## src/rtl/exc_pkg.sv

```systemverilog
package exc_pkg;

  localparam int VEC_W = 2;

  typedef enum logic [VEC_W-1:0] {
    VEC_KERNEL = 2'd0,
    VEC_USER   = 2'd1,
    VEC_DOUBLE = 2'd2,
    VEC_DEBUG  = 2'd3
  } vec_e;

endpackage

```

## src/rtl/exc_vec_sel.sv

```systemverilog
module exc_vec_sel
  import exc_pkg::*;
#(
  parameter int ILVL_W    = 4,
  parameter int DBG_LEVEL = 6
) (
  input  logic              exc_req,
  input  logic              dbg_req,
  input  logic              excm,
  input  logic              um,
  input  logic [ILVL_W-1:0] intlevel,
  output logic              take_dbg,
  output logic              take_gen,
  output logic              nested,
  output vec_e              vec
);

  localparam logic [ILVL_W-1:0] DBG_LVL_V = ILVL_W'(DBG_LEVEL);

  logic dbg_ok;

  always_comb begin
    dbg_ok   = dbg_req && (intlevel < DBG_LVL_V);
    take_dbg = dbg_ok;
    take_gen = exc_req && !dbg_ok;
    nested   = take_gen && excm;
    if (dbg_ok)       vec = VEC_DEBUG;
    else if (excm)    vec = VEC_DOUBLE;
    else if (um)      vec = VEC_USER;
    else              vec = VEC_KERNEL;
  end

endmodule

```

## src/rtl/exc_level_bank.sv

```systemverilog
module exc_level_bank #(
  parameter int XLEN    = 32,
  parameter int PS_W    = 6,
  parameter int LVL_W   = 4,
  parameter int NUM_LVL = 7
) (
  input  logic             clk,
  input  logic             rst,
  input  logic             wr_en,
  input  logic [LVL_W-1:0] wr_lvl,
  input  logic [XLEN-1:0]  wr_pc,
  input  logic [PS_W-1:0]  wr_ps,
  input  logic [LVL_W-1:0] rd_lvl,
  output logic [XLEN-1:0]  rd_pc,
  output logic [PS_W-1:0]  rd_ps
);

  localparam int DEPTH = NUM_LVL + 1;

  logic [XLEN-1:0] pc_mem [DEPTH];
  logic [PS_W-1:0] ps_mem [DEPTH];

  always_ff @(posedge clk) begin
    if (rst) begin
      for (int i = 0; i < DEPTH; i++) begin
        pc_mem[i] <= '0;
        ps_mem[i] <= '0;
      end
    end else if (wr_en && (int'(wr_lvl) < DEPTH)) begin
      pc_mem[wr_lvl] <= wr_pc;
      ps_mem[wr_lvl] <= wr_ps;
    end
  end

  always_ff @(posedge clk) begin
    if (rst) begin
      rd_pc <= '0;
      rd_ps <= '0;
    end else if (int'(rd_lvl) < DEPTH) begin
      rd_pc <= pc_mem[rd_lvl];
      rd_ps <= ps_mem[rd_lvl];
    end else begin
      rd_pc <= '0;
      rd_ps <= '0;
    end
  end

  AST_BANK_WR_RANGE: assert property (@(posedge clk) disable iff (rst)
    wr_en |-> (int'(wr_lvl) < DEPTH)) else $error("bank write out of range");

endmodule

```

## src/rtl/exc_dispatch.sv

```systemverilog
module exc_dispatch
  import exc_pkg::*;
#(
  parameter int XLEN      = 32,
  parameter int CAUSE_W   = 6,
  parameter int ILVL_W    = 4,
  parameter int NUM_LVL   = 7,
  parameter int DBG_LEVEL = 6,
  parameter bit HAS_DEPC  = 1'b1,
  localparam int PS_W     = ILVL_W + 2
) (
  input  logic               clk,
  input  logic               rst,
  input  logic               exc_req,
  input  logic [XLEN-1:0]    exc_pc,
  input  logic [CAUSE_W-1:0] exc_cause,
  input  logic               exc_addr_vld,
  input  logic [XLEN-1:0]    exc_addr,
  input  logic               dbg_req,
  input  logic [CAUSE_W-1:0] dbg_cause,
  input  logic               ps_wr_en,
  input  logic [PS_W-1:0]    ps_wr_data,
  input  logic [ILVL_W-1:0]  lvl_sel,
  output logic [PS_W-1:0]    status,
  output logic [XLEN-1:0]    epc1,
  output logic [XLEN-1:0]    depc,
  output logic [CAUSE_W-1:0] cause_q,
  output logic [XLEN-1:0]    vaddr_q,
  output logic [CAUSE_W-1:0] dbg_cause_q,
  output logic [XLEN-1:0]    lvl_pc,
  output logic [PS_W-1:0]    lvl_ps,
  output logic               vec_valid,
  output logic [1:0]         vec_idx
);

  localparam int EXCM_BIT = ILVL_W;
  localparam int UM_BIT   = ILVL_W + 1;
  localparam logic [ILVL_W-1:0] DBG_LVL_V = ILVL_W'(DBG_LEVEL);
  localparam logic [PS_W-1:0]   PS_RESET  = PS_W'(1) << EXCM_BIT;

  logic [PS_W-1:0]    ps_q;
  logic [XLEN-1:0]    epc1_q, depc_q, vaddr_r;
  logic [CAUSE_W-1:0] cause_r, dbgc_r;
  logic               vv_q;
  vec_e               vec_q;

  logic take_dbg, take_gen, nested;
  vec_e vec_n;

  exc_vec_sel #(
    .ILVL_W    (ILVL_W),
    .DBG_LEVEL (DBG_LEVEL)
  ) u_sel (
    .exc_req  (exc_req),
    .dbg_req  (dbg_req),
    .excm     (ps_q[EXCM_BIT]),
    .um       (ps_q[UM_BIT]),
    .intlevel (ps_q[ILVL_W-1:0]),
    .take_dbg (take_dbg),
    .take_gen (take_gen),
    .nested   (nested),
    .vec      (vec_n)
  );

  exc_level_bank #(
    .XLEN    (XLEN),
    .PS_W    (PS_W),
    .LVL_W   (ILVL_W),
    .NUM_LVL (NUM_LVL)
  ) u_bank (
    .clk    (clk),
    .rst    (rst),
    .wr_en  (take_dbg),
    .wr_lvl (DBG_LVL_V),
    .wr_pc  (exc_pc),
    .wr_ps  (ps_q),
    .rd_lvl (lvl_sel),
    .rd_pc  (lvl_pc),
    .rd_ps  (lvl_ps)
  );

  // status word
  always_ff @(posedge clk) begin
    if (rst) begin
      ps_q <= PS_RESET;
    end else if (take_dbg) begin
      ps_q[ILVL_W-1:0] <= DBG_LVL_V;
      ps_q[EXCM_BIT]   <= 1'b1;
    end else if (take_gen) begin
      ps_q[EXCM_BIT]   <= 1'b1;
    end else if (ps_wr_en) begin
      ps_q <= ps_wr_data;
    end
  end

  // exception PC registers
  generate
    if (HAS_DEPC) begin : g_depc
      always_ff @(posedge clk) begin
        if (rst) begin
          epc1_q <= '0;
          depc_q <= '0;
        end else if (take_gen) begin
          if (nested) depc_q <= exc_pc;
          else        epc1_q <= exc_pc;
        end
      end
    end else begin : g_no_depc
      always_ff @(posedge clk) begin
        if (rst) begin
          epc1_q <= '0;
        end else if (take_gen) begin
          epc1_q <= exc_pc;
        end
      end
      assign depc_q = '0;
    end
  endgenerate

  // cause, address and debug cause
  always_ff @(posedge clk) begin
    if (rst) begin
      cause_r <= '0;
      vaddr_r <= '0;
      dbgc_r  <= '0;
    end else begin
      if (take_gen) cause_r <= exc_cause;
      if (take_gen && exc_addr_vld) vaddr_r <= exc_addr;
      if (take_dbg) dbgc_r <= dbg_cause;
    end
  end

  // vector pulse
  always_ff @(posedge clk) begin
    if (rst) begin
      vv_q  <= 1'b0;
      vec_q <= VEC_KERNEL;
    end else begin
      vv_q  <= take_dbg || take_gen;
      vec_q <= vec_n;
    end
  end

  assign status      = ps_q;
  assign epc1        = epc1_q;
  assign depc        = depc_q;
  assign cause_q     = cause_r;
  assign vaddr_q     = vaddr_r;
  assign dbg_cause_q = dbgc_r;
  assign vec_valid   = vv_q;
  assign vec_idx     = vec_q;

  AST_NESTED_VECTOR: assert property (@(posedge clk) disable iff (rst)
    (take_gen && ps_q[EXCM_BIT]) |=> (vec_valid && vec_idx == 2'd2)) else $error("nested vector");

  AST_FIRST_KEEPS_DEPC: assert property (@(posedge clk) disable iff (rst)
    (take_gen && !ps_q[EXCM_BIT]) |=> $stable(depc)) else $error("depc touched");

  AST_EXCM_AFTER_GEN: assert property (@(posedge clk) disable iff (rst)
    take_gen |=> (status[EXCM_BIT] && cause_q == $past(exc_cause))) else $error("excm/cause");

  AST_DBG_BLOCKED: assert property (@(posedge clk) disable iff (rst)
    (dbg_req && !exc_req && ps_q[ILVL_W-1:0] >= DBG_LVL_V) |=> !vec_valid) else $error("debug not blocked");

  AST_DBG_LEVEL: assert property (@(posedge clk) disable iff (rst)
    (vec_valid && vec_idx == 2'd3) |-> (status[ILVL_W-1:0] == DBG_LVL_V && status[EXCM_BIT])) else $error("debug level");

  AST_DBG_WINS: assert property (@(posedge clk) disable iff (rst)
    (dbg_req && exc_req && ps_q[ILVL_W-1:0] < DBG_LVL_V) |=> ($stable(cause_q) && vec_idx == 2'd3)) else $error("priority");

endmodule

```

## config.mk

```make
export PLATFORM = sky130hd
export DESIGN_NAME = exc_dispatch
export DESIGN_NICKNAME = d
export VERILOG_FILES = /design/src/rtl/exc_pkg.sv /design/src/rtl/exc_vec_sel.sv /design/src/rtl/exc_level_bank.sv /design/src/rtl/exc_dispatch.sv
export SDC_FILE = /design/constraint.sdc
export NUM_CORES = 1
export LEC_CHECK = 0
export BUFFER_PORTS_ARGS = -buffer_cell sky130_fd_sc_hd__buf_2
export CAP_MARGIN = 20
export CORE_MARGIN = 2
export CORE_UTILIZATION = 47
export CTS_BUF_LIST = sky130_fd_sc_hd__clkbuf_2
export DETAILED_ROUTE_END_ITERATION = 8
export HOLD_SLACK_MARGIN = 0.06
export PLACE_DENSITY = 0.78
export SYNTH_ARGS = -nofsm -noshare
export SYNTH_HDL_FRONTEND = slang
export SYNTH_SLANG_ARGS = --single-unit
```

## constraint.sdc

```tcl
create_clock -name clk -period 2.3 [get_ports clk]
set_input_delay 0.46 -clock clk [delete_from_list [all_inputs] [get_ports clk]]
set_output_delay 0.46 -clock clk [all_outputs]
set_load 0.01 [all_outputs]
```

==> results.toml <==
[status]
status = "completed"

[logic_synthesis]
ys_ff_latch = 193
synth_nets = 738
synth_top_area_cell = "dfxtp_1"
async_flop_share_pct = 0
yosysMostFrequentCell = "nand2b_1"
syn_inst = 646
syn_area_um2 = 7520
yosysWarningCount = 0
synth-seq-area-share_pct = 56.5
postSynthAreaPerCell_um2 = 11.6
synth_top_area_share_pct = 41.3
synth_area_leaders = "dfxtp_1, edfxtp_1, nand2b_1, mux2i_1, and2_1"
synth-edff-count = 38
yosys-top-cells-count = "nand2b_1, dfxtp_1, mux2i_1"
yosysUniqueCellTypes = 33
synth_top_flop_cell = "dfxtp_1"

[critical_path]
reg2reg_to = "u_bank.pc_mem[6][9]"
timing_worst_setup_path_type = "reg2reg"
cp_max_fo = 36
ff2ff_path_depth = 3
crit_path_start_kind = "flip-flop"
endpoint_kind = "flip-flop"
timing.rr.start = "status[2]"
cp.required_ns = 2.92
rrSetupSlack_ns = 0.36
arrival_ns = 2.57

[hold_path]
whs_path_depth = 4
hp-start = "dbg_req"
min_path_type = "in2reg"
min_to = "status[3]"

[power_and_ir_drop]
switching_share_pct = 24.7
irDropWorstVdd_uv = 330
seq_power_share_pct = 58.3
p_per_area_nw_per_um2 = 631
power_mw = 6.29
p_sw_mw = 1.56
cell_internal_pwr_mw = 4.73
pwr-share-clk_pct = 29.7
p_leak_nw = 4.61
power_frac_comb_pct = 12.0

[drt]
drt_wl_total_mm = 18.0
drt_first_pass_iters = 6
wire_per_inst_um = 15.1
final_antenna_net_count = 0
drc = 0
viasPerCell = 4.64
drt-initial-drc-count = 221
dr_total_vias = 5522

[floorplan]
fp.dieW_um = 130
pin_count = 247
die_area_um2 = 17000
core.rowCount = 46
core-area_um2 = 15800
start_util_pct = 47.7
die_h_um = 130

[placed_design]
post-place-ws_ns = 0.321
placed_cells = 1071
place.gp.congestion = 0.756
numPortBuffers = 246
placed_cell_area_um2 = 8830
place.detailed.hpwl_mm = 11.5

[final_layout]
finalNonFillerCells = 1189
drive_gt1_share_pct = 30.5
multi_input_area_um2 = 2980
register_area_um2 = 4240
post-route-util_pct = 63.2
syn_to_final_growth_pct = 32.5
nFillCells = 1261
fin_nets = 1051
design_area_um2 = 9960

[timing]
grt_setup_unrepaired = "no"
setup_tns_ns = 0
tightest_slew_ns = 1.06
maxSlewHeadroom_pct = 29.1
timing.fmax_mhz = 515
layout_setup_ws_ns = 0.357
slew_viol_final = 0
fin_crit_sh_pct = 84.5
final-setup-viol-count = 0
timing.final.hold_violations = 0
fin_worst_skew_ns = 0.0311
period_minus_slack_ns = 1.94
hold_ws_ns = 0.195

[clock_network]
cts_num_sinks = 193
clock_latency_ns = 0.76
path_clk_slew_ns = 0.25
cts-htree-levels = 4
cts_buffers = 17
cts_tree = "built"
post_cts_resized = 0
post_cts_buffers = 0
root_buffer = "clkbuf_2"
cts_buffer_depth = 2
cts_hold_buffers = 85

[flow_run]
maxCapViolCount = 0

[global_routing]
antenna_found_initial = 1
grt_overflow = 0
grt_use_total_pct = 20.7
grt_max_degree = 142
grt_pass1_wl_mm = 27.1
grt_pass1_vias = 5321
[power groups by stage]
stage          clock network, mW  registers [mW]  logic [mW]
2_1_floorplan                  0            3.77       0.348
3_3_place_gp                   0            3.73       0.625
3_5_place_dp                   0            3.73       0.634
4_1_cts                     1.93            3.67       0.746
5_1_grt                     2.06            3.69       0.814
6_report                    1.87            3.67       0.751
[state kept, by name, summed over array words and instances (netlist names), 6 cells and up]
register	flops
u_bank.pc_mem	32
dbg_cause_q	6
u_bank.ps_mem	6
status	6
epc1	32
cause_q	6
depc	32
vaddr_q	32
u_bank.rd_ps	6
u_bank.rd_pc	32
[worst max-delay path by stage]
stage	from	to	slack (ns)	cells past startpoint
4_1_cts	status[2]	u_bank.pc_mem[6][10]	0.33	3
2_1_floorplan	rst	u_bank.pc_mem[6][0]	0.09	5
3_3_place_gp	dbg_req	u_bank.pc_mem[6][10]	0.35	4
5_1_grt	status[1]	u_bank.pc_mem[6][10]	0.19	3
6_report	status[2]	u_bank.pc_mem[6][9]	0.36	3
3_5_place_dp	dbg_req	u_bank.pc_mem[6][10]	0.32	4
[placed cells by master (no fill, tap or decap), drive strengths merged, types with 2 or more instances in the layout]
master       synthesis  routed
a21boi               2       2
a21oi               14      14
and2                76      76
and2b                2       2
buf                 25     253
bufinv               0       4
clkbuf              19      20
clkinv               0       4
clkinvlp             0       2
dfxtp              155     155
dlygate4sd3          0      85
edfxtp              38      38
inv                  3       5
mux2i              107     107
nand2                6       6
nand2b             175     175
nand3                6       6
nor3                 4       4
o21ai                9       9
[cell type report]
class                           instances  area share [%]
Sequential cell                       193            42.6
Multi-Input combinational cell        406            29.9
Timing Repair Buffer                  338            21.8
Tap cell                              216            2.71
Clock inverter                         12            1.81
Clock buffer                           20            1.00
Inverter                                3           0.113
Antenna cell                            1          0.0251
[kinds of logic (layout without fill, tap and decap cells)]
logic type,Yosys count,in the layout,share of synthesized area (%)
AND/OR/NAND/NOR,272,272,22.6
flip-flops,193,193,56.5
multiplexers,107,107,14.2
buffers and inverters,47,373,4.13
AO/OA/AOI/OAI,26,26,2.50
other,1,2,0.0499
[metal layers]
layer	track usage (%)	vias to the layer above	part of all wire, %
met4	6.32	0	1.4
li1	-	2738	-
met1	25.3	2548	43
met2	34.4	214	48
met3	7.57	22	8.1
met5	0	-	0
[worst max-delay path: stages (launching register included)]
cell and delay (ns):
dfxtp_1 0.40, and2_1 0.30, nor3_4 0.86, and2_1 0.24
No activity file was read; power rests on OpenSTA's default activity.
